[config.mk]
export PLATFORM = sky130hd
export DESIGN_NAME = slice_collector
export DESIGN_NICKNAME = d
export VERILOG_FILES = /design/src/rtl/slc_pkg.sv /design/src/rtl/slc_tag_file.sv /design/src/rtl/slc_addr_table.sv /design/src/rtl/slc_buffer.sv /design/src/rtl/slice_collector.sv
export SDC_FILE = /design/constraint.sdc
export NUM_CORES = 1
export LEC_CHECK = 0
export BUFFER_PORTS_ARGS = -buffer_cell sky130_fd_sc_hd__buf_2
export CAP_MARGIN = 20
export CORE_MARGIN = 10
export CORE_UTILIZATION = 65
export DETAILED_ROUTE_END_ITERATION = 10
export PLACE_DENSITY_LB_ADDON = 0.15
export SYNTH_ARGS = -nofsm -noshare
export SYNTH_HDL_FRONTEND = slang
export SYNTH_SLANG_ARGS = --single-unit
export TNS_END_PERCENT = 5
[constraint.sdc]
create_clock -name clk -period 20.9 [get_ports clk]
set_input_delay 3.135 -clock clk [delete_from_list [all_inputs] [get_ports clk]]
set_output_delay 3.135 -clock clk [all_outputs]
set_load 0.02 [all_outputs]
[src/rtl/slc_pkg.sv]
package slc_pkg;
  function automatic int low_zero(input logic [31:0] v, input int n);
    int r;
    r = 0;
    for (int i = n - 1; i >= 0; i--) if (!v[i]) r = i;
    return r;
  endfunction
endpackage

[src/rtl/slc_tag_file.sv]
module slc_tag_file #(
  parameter int NREG   = 8,
  parameter int NSLICE = 2,
  localparam int RW    = $clog2(NREG)
) (
  input  logic              clk,
  input  logic              rst,
  input  logic [RW-1:0]     rs0,
  input  logic [RW-1:0]     rs1,
  output logic [NSLICE-1:0] tag0,
  output logic [NSLICE-1:0] tag1,
  input  logic              we,
  input  logic [RW-1:0]     wa,
  input  logic [NSLICE-1:0] wd,
  input  logic [NSLICE-1:0] clr
);
  logic [NSLICE-1:0] tags [NREG];

  assign tag0 = tags[rs0];
  assign tag1 = tags[rs1];

  always_ff @(posedge clk) begin
    for (int r = 0; r < NREG; r++) begin
      if (rst) tags[r] <= '0;
      else if (we && wa == RW'(r)) tags[r] <= wd & ~clr;
      else tags[r] <= tags[r] & ~clr;
    end
  end
endmodule

[src/rtl/slc_addr_table.sv]
module slc_addr_table #(
  parameter int NADDR  = 2,
  parameter int AW     = 8,
  parameter int NSLICE = 2
) (
  input  logic              clk,
  input  logic              rst,
  input  logic [AW-1:0]     addr,
  output logic [NSLICE-1:0] hit_mask,
  input  logic              ins_en,
  input  logic [NSLICE-1:0] ins_mask,
  output logic              can_ins,
  input  logic [NSLICE-1:0] clr
);
  logic [AW-1:0]     a_q [NADDR];
  logic [NSLICE-1:0] m_q [NADDR];
  logic [NADDR-1:0]  match, freev, pick;
  logic              found;

  always_comb begin
    hit_mask = '0;
    pick     = '0;
    found    = 1'b0;
    for (int i = 0; i < NADDR; i++) begin
      match[i] = (m_q[i] != '0) && (a_q[i] == addr);
      freev[i] = (m_q[i] == '0);
      if (match[i]) hit_mask = hit_mask | m_q[i];
    end
    if (match != '0) pick = match;
    else begin
      for (int i = 0; i < NADDR; i++) begin
        if (freev[i] && !found) begin
          pick[i] = 1'b1;
          found   = 1'b1;
        end
      end
    end
    can_ins = (pick != '0);
  end

  always_ff @(posedge clk) begin
    for (int i = 0; i < NADDR; i++) begin
      if (rst) m_q[i] <= '0;
      else if (ins_en && pick[i]) begin
        a_q[i] <= addr;
        m_q[i] <= (m_q[i] | ins_mask) & ~clr;
      end else m_q[i] <= m_q[i] & ~clr;
    end
  end
endmodule

[src/rtl/slc_buffer.sv]
module slc_buffer #(
  parameter int DEPTH  = 8,
  parameter int EW     = 32,
  parameter int NSLICE = 2,
  localparam int IW    = $clog2(DEPTH)
) (
  input  logic              clk,
  input  logic              rst,
  input  logic              wr_en,
  input  logic [IW-1:0]     wr_idx,
  input  logic [EW-1:0]     wr_data,
  input  logic [NSLICE-1:0] wr_mask,
  input  logic [NSLICE-1:0] clr,
  input  logic [IW-1:0]     rd_idx,
  output logic [EW-1:0]     rd_data,
  output logic [NSLICE-1:0] rd_mask
);
  logic [EW-1:0]     mem [DEPTH];
  logic [NSLICE-1:0] em  [DEPTH];

  always_ff @(posedge clk) begin
    if (wr_en) mem[wr_idx] <= wr_data;
    rd_data <= mem[rd_idx];
  end

  always_ff @(posedge clk) begin
    for (int e = 0; e < DEPTH; e++) begin
      if (rst) em[e] <= '0;
      else if (wr_en && wr_idx == IW'(e)) em[e] <= wr_mask & ~clr;
      else em[e] <= em[e] & ~clr;
    end
    if (rst) rd_mask <= '0;
    else rd_mask <= em[rd_idx];
  end
endmodule

[src/rtl/slice_collector.sv]
module slice_collector #(
  parameter int NREG   = 8,
  parameter int NSLICE = 2,
  parameter int DEPTH  = 8,
  parameter int NADDR  = 2,
  parameter int DW     = 16,
  parameter int AW     = 8,
  parameter int OPW    = 4,
  localparam int RW    = $clog2(NREG),
  localparam int SW    = (NSLICE > 1) ? $clog2(NSLICE) : 1,
  localparam int IW    = $clog2(DEPTH),
  localparam int FW    = $clog2(DEPTH + 1)
) (
  input  logic              clk,
  input  logic              rst,
  input  logic              ret_valid,
  input  logic              ret_seed,
  input  logic [OPW-1:0]    ret_op,
  input  logic [RW-1:0]     ret_dst,
  input  logic              ret_dst_we,
  input  logic [RW-1:0]     ret_src0,
  input  logic              ret_use0,
  input  logic [DW-1:0]     ret_val0,
  input  logic [RW-1:0]     ret_src1,
  input  logic              ret_use1,
  input  logic [DW-1:0]     ret_val1,
  input  logic              ret_load,
  input  logic              ret_store,
  input  logic [AW-1:0]     ret_addr,
  input  logic              conf_valid,
  input  logic [SW-1:0]     conf_sid,
  output logic              seed_ok,
  output logic [SW-1:0]     seed_sid,
  output logic [FW-1:0]     buf_fill,
  input  logic [IW-1:0]     rd_idx,
  output logic [OPW-1:0]    rd_op,
  output logic [RW-1:0]     rd_dst,
  output logic              rd_dst_we,
  output logic              rd_live0,
  output logic [DW-1:0]     rd_val0,
  output logic              rd_live1,
  output logic [DW-1:0]     rd_val1,
  output logic [AW-1:0]     rd_addr,
  output logic              rd_load,
  output logic              rd_store,
  output logic [NSLICE-1:0] rd_mask,
  input  logic [SW-1:0]     desc_sel,
  output logic              desc_active,
  output logic              desc_lost,
  output logic [FW-1:0]     desc_count,
  output logic [NSLICE-1:0] desc_group
);
  localparam int EW = OPW + RW + 1 + 1 + DW + 1 + DW + AW + 2;

  logic [NSLICE-1:0] tag0, tag1, hit_mask, src_m0, src_m1, mem_m;
  logic [NSLICE-1:0] new_bit, cap_mask, clr, active, act_next;
  logic [SW-1:0]     new_sid;
  logic              any_free, seed_go, capture, full, wr_en, multi;
  logic              tbl_need, can_ins, tbl_fail, li0, li1;
  logic [FW-1:0]     wptr;
  logic [EW-1:0]     wr_data, rd_data;

  logic              d_act  [NSLICE];
  logic              d_lost [NSLICE];
  logic [FW-1:0]     d_cnt  [NSLICE];
  logic [NSLICE-1:0] d_grp  [NSLICE];

  always_comb begin
    for (int s = 0; s < NSLICE; s++) active[s] = d_act[s];
    any_free = (active != {NSLICE{1'b1}});
    new_sid  = SW'(slc_pkg::low_zero(32'(active), NSLICE));
    seed_go  = ret_valid && ret_seed && ret_load && any_free;
    new_bit  = seed_go ? (NSLICE'(1) << new_sid) : '0;
    src_m0   = ret_use0 ? tag0 : '0;
    src_m1   = ret_use1 ? tag1 : '0;
    mem_m    = ret_load ? hit_mask : '0;
    cap_mask = src_m0 | src_m1 | mem_m | new_bit;
    capture  = ret_valid && (cap_mask != '0);
    full     = (wptr == FW'(DEPTH));
    wr_en    = capture && !full;
    multi    = ($countones(cap_mask) > 1);
    tbl_need = capture && ret_store;
    tbl_fail = tbl_need && !can_ins;
    li0      = ret_use0 && (src_m0 == '0);
    li1      = ret_use1 && (src_m1 == '0);
    clr      = conf_valid ? (NSLICE'(1) << conf_sid) : '0;
    act_next = (active | new_bit) & ~clr;
    wr_data  = {ret_op, ret_dst, ret_dst_we, li0, li0 ? ret_val0 : {DW{1'b0}},
                li1, li1 ? ret_val1 : {DW{1'b0}}, ret_addr, ret_load, ret_store};
  end

  slc_tag_file #(.NREG(NREG), .NSLICE(NSLICE)) u_tags (
    .clk(clk), .rst(rst), .rs0(ret_src0), .rs1(ret_src1), .tag0(tag0), .tag1(tag1),
    .we(ret_valid && ret_dst_we), .wa(ret_dst), .wd(capture ? cap_mask : '0), .clr(clr));

  slc_addr_table #(.NADDR(NADDR), .AW(AW), .NSLICE(NSLICE)) u_atab (
    .clk(clk), .rst(rst), .addr(ret_addr), .hit_mask(hit_mask),
    .ins_en(tbl_need && can_ins), .ins_mask(cap_mask), .can_ins(can_ins), .clr(clr));

  slc_buffer #(.DEPTH(DEPTH), .EW(EW), .NSLICE(NSLICE)) u_buf (
    .clk(clk), .rst(rst), .wr_en(wr_en), .wr_idx(wptr[IW-1:0]), .wr_data(wr_data),
    .wr_mask(cap_mask), .clr(clr), .rd_idx(rd_idx), .rd_data(rd_data), .rd_mask(rd_mask));

  assign {rd_op, rd_dst, rd_dst_we, rd_live0, rd_val0, rd_live1, rd_val1,
          rd_addr, rd_load, rd_store} = rd_data;

  generate
    for (genvar s = 0; s < NSLICE; s++) begin : g_desc
      logic hit;
      assign hit = capture && cap_mask[s];
      always_ff @(posedge clk) begin
        if (rst || clr[s]) begin
          d_act[s]  <= 1'b0;
          d_lost[s] <= 1'b0;
          d_cnt[s]  <= '0;
          d_grp[s]  <= '0;
        end else begin
          d_act[s]  <= d_act[s] | new_bit[s];
          d_lost[s] <= (new_bit[s] ? 1'b0 : d_lost[s]) | (hit && (full || tbl_fail));
          d_cnt[s]  <= (new_bit[s] ? '0 : d_cnt[s]) + FW'(hit && !full);
          d_grp[s]  <= (new_bit[s] ? '0 : d_grp[s]) |
                       (hit ? (multi ? cap_mask : (NSLICE'(1) << s)) : '0);
        end
      end
    end
  endgenerate

  always_ff @(posedge clk) begin
    if (rst) begin
      wptr     <= '0;
      seed_ok  <= 1'b0;
      seed_sid <= '0;
    end else begin
      if (act_next == '0) wptr <= '0;
      else if (wr_en) wptr <= wptr + FW'(1);
      seed_ok  <= seed_go;
      seed_sid <= new_sid;
    end
  end

  assign buf_fill    = wptr;
  assign desc_active = d_act[desc_sel];
  assign desc_lost   = d_lost[desc_sel];
  assign desc_count  = d_cnt[desc_sel];
  assign desc_group  = d_grp[desc_sel];
endmodule

Word level (Yosys, flattened, before mapping)
Memories as Yosys holds them, arrays and structs flattened. A register that Yosys moved wholly into a read port is not among the register bits.
Index checks and enable logic that the tools add are counted.
{"block": "totals", "ff_bits": 6, "latchBits": 0, "ram_bits": 484, "romBits": 0, "inputBits": 68, "out_inout_bits": 68, "elab_cells": 363, "n_memories": 9}
{"block": "op_classes", "n_addsub": 4, "multipliers": 0, "div": 0, "order_cmp": 1, "eq_ne": 18, "n_shift": 2, "muxes": 188, "n_bitwise": 81, "n_reduce_logical": 57}
{"name": "u_buf.mem", "words": 8, "width": 52, "read_ports": 1, "rd_ports_with_merged_regs": 1, "wr": 1, "line": "slc_buffer.sv:18", "text": "logic [EW-1:0] mem [DEPTH];"}
{"name": "u_atab.a_q", "words": 2, "width": 8, "read_ports": 2, "rd_ports_with_merged_regs": 0, "wr": 2, "line": "slc_addr_table.sv:15", "text": "logic [AW-1:0] a_q [NADDR];"}
{"name": "u_buf.em", "words": 8, "width": 2, "read_ports": 9, "rd_ports_with_merged_regs": 1, "wr": 8, "line": "slc_buffer.sv:19", "text": "logic [NSLICE-1:0] em [DEPTH];"}
{"name": "u_tags.tags", "words": 8, "width": 2, "read_ports": 10, "rd_ports_with_merged_regs": 0, "wr": 8, "line": "slc_tag_file.sv:17", "text": "logic [NSLICE-1:0] tags [NREG];"}
{"name": "d_cnt", "words": 2, "width": 4, "read_ports": 3, "rd_ports_with_merged_regs": 0, "wr": 2, "line": "slice_collector.sv:65", "text": "logic [FW-1:0] d_cnt [NSLICE];"}
{"name": "d_grp", "words": 2, "width": 2, "read_ports": 3, "rd_ports_with_merged_regs": 0, "wr": 2, "line": "slice_collector.sv:66", "text": "logic [NSLICE-1:0] d_grp [NSLICE];"}
{"name": "3 more memories"}
{"operator": "1-bit 2-to-1 mux", "count": 129}
{"operator": "2-bit 2-to-1 mux", "count": 53}
{"operator": "1-bit bitwise OR", "count": 48}
{"operator": "2-bit AND", "count": 23}
{"operator": "1-bit logical AND", "count": 38}
{"operator": "16-bit 2-to-1 mux", "count": 2}
{"operator": "3-bit == test, second input constant", "count": 8}
{"operator": "2-bit bitwise OR", "count": 9}
{"operator": "8-bit == test", "count": 2}
{"operator": "4-bit 2-to-1 mux", "count": 4}
{"operator": "3-bit by 2-bit == test with 1-bit output, second input constant", "count": 4}
{"operator": "2-bit logical NOT", "count": 5}
{"operator": "2-bit nonzero test", "count": 5}
{"operator": "4-bit by 1-bit adder with 4-bit output", "count": 2}
{"operator": "3-bit by 1-bit == test with 1-bit output, second input constant", "count": 2}
{"operator": "3-bit logical NOT", "count": 2}
{"operator": "4-bit by 1-bit adder with 4-bit output, second input constant", "count": 1}
{"operator": "4-bit == test, second input constant", "count": 1}
{"operator": "1-bit by 1-bit << shifter with 2-bit output, first input constant", "count": 2}
{"operator": "1-bit logical NOT", "count": 3}
{"operator": "1-bit logical OR", "count": 3}
{"operator": "1-bit by 1-bit adder with 2-bit output", "count": 1}
{"operator": "2-bit by 1-bit > comparator with 1-bit output, second input constant", "count": 1}
{"operator": "2-bit inequality test, second input constant", "count": 1}
{"operator": "2 further kinds", "count": 2}

Longest topological paths before layout
{"block": "depth", "word_depth": 18, "mapped_depth": 12, "mapped_depth_nobuf": 10}

By module
Synthesis repeated with hierarchy kept, for this count alone.
{"block": "hier_totals", "cells_unflattened": 1059, "hier_area_um2": 21147.8}
{"mod": "slc_buffer", "n_inst": 1, "cells_each": 733, "area_per_inst_um2": 17623.2, "seq_area_each_um2": 14053.5}
{"mod": "slice_collector", "n_inst": 1, "cells_each": 173, "area_per_inst_um2": 1420.1, "seq_area_each_um2": 440.4}
{"mod": "slc_tag_file", "n_inst": 1, "cells_each": 75, "area_per_inst_um2": 1072.3, "seq_area_each_um2": 480.5}
{"mod": "slc_addr_table", "n_inst": 1, "cells_each": 78, "area_per_inst_um2": 1032.2, "seq_area_each_um2": 600.6}

Worst setup path before layout
No wires, ideal clock.
{"block": "synth_timing", "path_kind": "in2reg", "start": "in ret_src1[0]", "end": "mem u_buf.mem[0][0] (netlist name), enable pin", "arrival_time_ns": 9.217, "setup_slack_ns": 11.093, "path_stages": 8, "path_cell_list": "clkbuf_1 mux2i_1 a22oi_1 a41o_1 or4_4 buf_6 o31ai_4 nor4_1"}
{"block": "synth_between", "elab_chain_cells": 10}
{"element": "start, declared", "line": "slice_collector.sv:24", "text": "input logic [RW-1:0] ret_src1,"}
{"element": "memory read 8 x 2 bit"}
{"element": "2-bit 2-to-1 mux", "line": "slice_collector.sv:75", "text": "src_m1 = ret_use1 ? tag1 : '0;"}
{"element": "2-bit bitwise OR (3 in a row)", "line": "slice_collector.sv:77", "text": "cap_mask = src_m0 | src_m1 | mem_m | new_bit;"}
{"element": "2-bit nonzero test", "line": "slice_collector.sv:78", "text": "capture = ret_valid && (cap_mask != '0);"}
{"element": "1-bit logical AND", "line": "slice_collector.sv:78"}
{"element": "1-bit logical AND", "line": "slice_collector.sv:80", "text": "wr_en = capture && !full;"}
{"element": "1-bit 2-to-1 mux", "line": "slc_buffer.sv:22", "text": "if (wr_en) mem[wr_idx] <= wr_data;"}
{"element": "1-bit 2-to-1 mux (implied by the code)", "line": "slc_buffer.sv:22"}
{"element": "end, declared", "line": "slc_buffer.sv:18"}
Every way passes these cells.

Worst setup path after layout
{"block": "layout_timing", "start": "in desc_sel", "end": "out desc_count[0]"}
{"block": "layout_between", "elab_chain_cells": 1}
{"element": "start, declared", "line": "slice_collector.sv:47", "text": "input logic [SW-1:0] desc_sel,"}
{"element": "memory read 2 x 4 bit"}
{"element": "end, declared", "line": "slice_collector.sv:50", "text": "output logic [FW-1:0] desc_count,"}
Every way passes these cells.

==> results.py <==
metrics = {
    "outcome": {
        "outcome": "finished, final reports clean",
    },
    "grt": {
        "met2_usage_pct": 35.2,
        "antenna_found_initial": 0,
        "grt.total_usage_pct": 21.2,
        "grt-ovfl-total": 0,
        "grt_pass1_wl_um": 64200,
        "grt_busiest_layer": "met2",
        "met3_usage_pct": 4.09,
        "grt_max_degree": 69,
        "grt_pass1_vias": 11071,
        "use_met1_pct": 28.6,
    },
    "floorplan": {
        "core_um2": 31600,
        "initial_core_util_pct": 66.1,
        "rows": 65,
        "io_pins": 136,
        "die_w_um": 199,
        "dieArea_um2": 39700,
        "fp.dieH_um": 199,
    },
    "cells_and_area": {
        "layout-drive-gt1-share_pct": 31.1,
        "layoutNonFillerInstCount": 1718,
        "syn2layout_area_growth_pct": 14.3,
        "nets": 1351,
        "antennaDiodeCount": 0,
        "final_common_cell": "edfxtp_1",
        "final_cell_mix": "468 x edfxtp_1, 132 x buf_2, 110 x mux4_2, 76 x dfxtp_1, 60 x mux2_2",
    },
    "timing": {
        "drv_slew": 0,
        "fin_crit_ns": 6.99,
        "period_share_pct": 33.5,
        "hold_viol_final": 0,
        "finalSetupViolCount": 0,
        "fmax_ghz": 0.143,
        "relSlewSlack_pct": 34.1,
        "tns_ns": 0,
        "worst_pin_slew_ns": 0.988,
        "rsz0062_at_grt": "false",
        "clock_skew_ns": 0.0123,
    },
    "clocking": {
        "cts_tree": "yes",
        "htreeDepth": 2,
        "clock_sinks": 544,
        "cts.repair.resized": 0,
        "clkLatencyLatePin_ns": 0.56,
        "clock_path_buffers": 3,
        "post_cts_buffers": 0,
        "path_clk_slew_ns": 0.06,
        "cts_buffers": 52,
        "hold_buffers": 0,
        "cts-root-buf": "clkbuf_16",
    },
    "worst_setup_path": {
        "cp_slowest_cell": "mux2_2",
        "regToRegStartpoint": "buf_fill[0]",
        "crit_required_ns": 17.77,
        "endpoint_kind": "output pin",
        "worstSetupStartpoint": "desc_sel",
        "critical_path.cell_chain": "buf_2, mux2_2, buf_2",
        "worstPathArrival_ns": 3.86,
        "cpMostUsedCell": "buf_2",
        "critPathKind": "in2out",
        "startpoint_type": "primary input",
        "max_stage_delay_ns": 0.36,
        "crit_fanout": 9,
    },
    "routing": {
        "vias": 10428,
        "viasPerCell": 6.07,
        "first_iter_violations": 783,
        "wl_um": 41200,
        "antenna_left": 0,
        "firstDrtPassIters": 7,
        "wire_per_inst_um": 24.0,
        "drc": 0,
    },
    "power": {
        "ir_drop_mv": 0.107,
        "leakage_nw": 8.31,
        "power.density_nw_per_um2": 94.3,
        "totalPowerFinal_mw": 2.25,
    },
    "yosys": {
        "synth_cells": 1076,
        "synthXorXnorAreaFrac_pct": 0.880,
        "syn_avg_cell_area_um2": 19.4,
        "synth_top_family_by_area": "multiplexers",
        "synth_cell_types": 51,
        "synth_edf_count": 468,
        "synth_mux_area_share_pct": 16.4,
        "synth_compound_area_share_pct": 2.09,
        "synth-seq-cells": 544,
        "synth_ff_type": "edfxtp_1",
        "netlist_area_um2": 20900,
        "async_flop_share_pct": 0,
        "ys_seq_area_share_pct": 74.5,
        "synthAdderAreaFrac_pct": 0.598,
        "yosysWarnings": 0,
        "synthSimpleGateAreaFrac_pct": 4.37,
    },
    "placed_design": {
        "routabilityCongestion": 0.879,
        "portBuffers": 135,
        "dp_hpwl_um": 23800,
        "dp.cells": 1620,
    },
    "worst_hold_path": {
        "holdCritPathClass": "reg2reg",
        "min-delay-start": "d_grp[0][1]",
    },
    "job": {
        "cap_viol_max_count": 0,
    },
}
[cells by family after synthesis]
kind of cell | count (synthesis)
and+or+nand+nor | 180
muxes | 193
AOI/OAI and AO/OA | 67
other | 1
DFF | 544
adders and majority gates | 10
buffers and inverters | 60
xor gates and xnor gates | 21
[routing by layer]
layer / vias to the layer above / share of wire [%] / wire (um)
met5: - / 0 / 0
met4: 0 / 1.9 / 770
met3: 66 / 6.2 / 2540
met2: 329 / 51 / 20900
met1: 5372 / 41 / 16900
li1: 4661 / - / -
[worst max-delay path: cells and delay by family]
| family | cells | cell delay (ns) |
|---|---|---|
| buffers and inverters | 2 | 0.35 |
| muxes | 1 | 0.36 |
[flip-flops by register name, indices dropped and copies added, names as in the netlist]
name / flops
buf_fill: 4
d_act: 2
d_cnt: 8
d_grp: 4
d_lost: 2
seed_ok: 1
seed_sid: 1
u_atab.a_q: 16
u_atab.m_q: 4
u_buf.em: 16
u_buf.mem: 416
u_buf.rd_data: 52
u_buf.rd_mask: 2
u_tags.tags: 16
[cell type report]
cell class / instances / area, um2
flip-flops and latches: 544 / 15600
fillers: 1777 / 7740
multi-input cells: 507 / 5300
clock buffers: 85 / 1580
repair buffers: 151 / 807
well taps: 402 / 503
clock inverters: 12 / 75.1
inverters: 17 / 63.8
[cell usage after synthesis, drive strengths merged, types with 3 or more instances]
master,n,area (um2)
mux2i,20,200
a211oi,3,22.5
xor2,12,105
a2bb2oi,5,43.8
nor2b,4,25.0
or2,3,18.8
nor4,7,43.8
and2,42,263
ha,10,125
nor3,17,85.1
edfxtp,468,14100
buf,14,62.6
dfxtp,76,1520
xnor2,9,78.8
inv,17,63.8
nand3,13,65.1
mux2,60,676
o21ai,15,75.1
a21oi,25,125
nand4,3,18.8
mux4,113,2560
nor2,54,203
clkbuf,29,109
or3,3,18.8
nand2,22,82.6
nand2b,6,37.5
[through the flow]
step	setup slack (ns)	utilization, %	hold slack, ns	cell area (um2)
after floorplan	11.09	-	0.433	21000
after global placement	13.95	70.3	0.449	22200
after detailed placement	13.91	70.3	0.459	22200
after CTS	13.91	75.5	0.469	23900
after global routing	13.87	75.5	0.507	23900
final	13.91	75.5	0.469	23900
[final timing paths]
| path | end | slack (ns) | cells past startpoint |
|---|---|---|---|
| worst max-delay path | desc_count[0] | 13.91 | 3 |
| worst min-delay path | d_grp[0][1] | 0.47 | 2 |
| worst min register to register | d_grp[0][1] | 0.47 | 2 |
| worst max register to register | u_buf.mem[2][48] | 16.67 | 9 |
[power by group]
group / total [mW] / leakage, nW / internal, mW / switching (mW)
combinational: 0.144 / 2.53 / 0.0583 / 0.0858
sequential: 1.22 / 4.97 / 1.21 / 0.0104
clock: 0.890 / 0.807 / 0.515 / 0.376
total: 2.25 / 8.31 / 1.78 / 0.472
(Power assumes the default switching activity.)
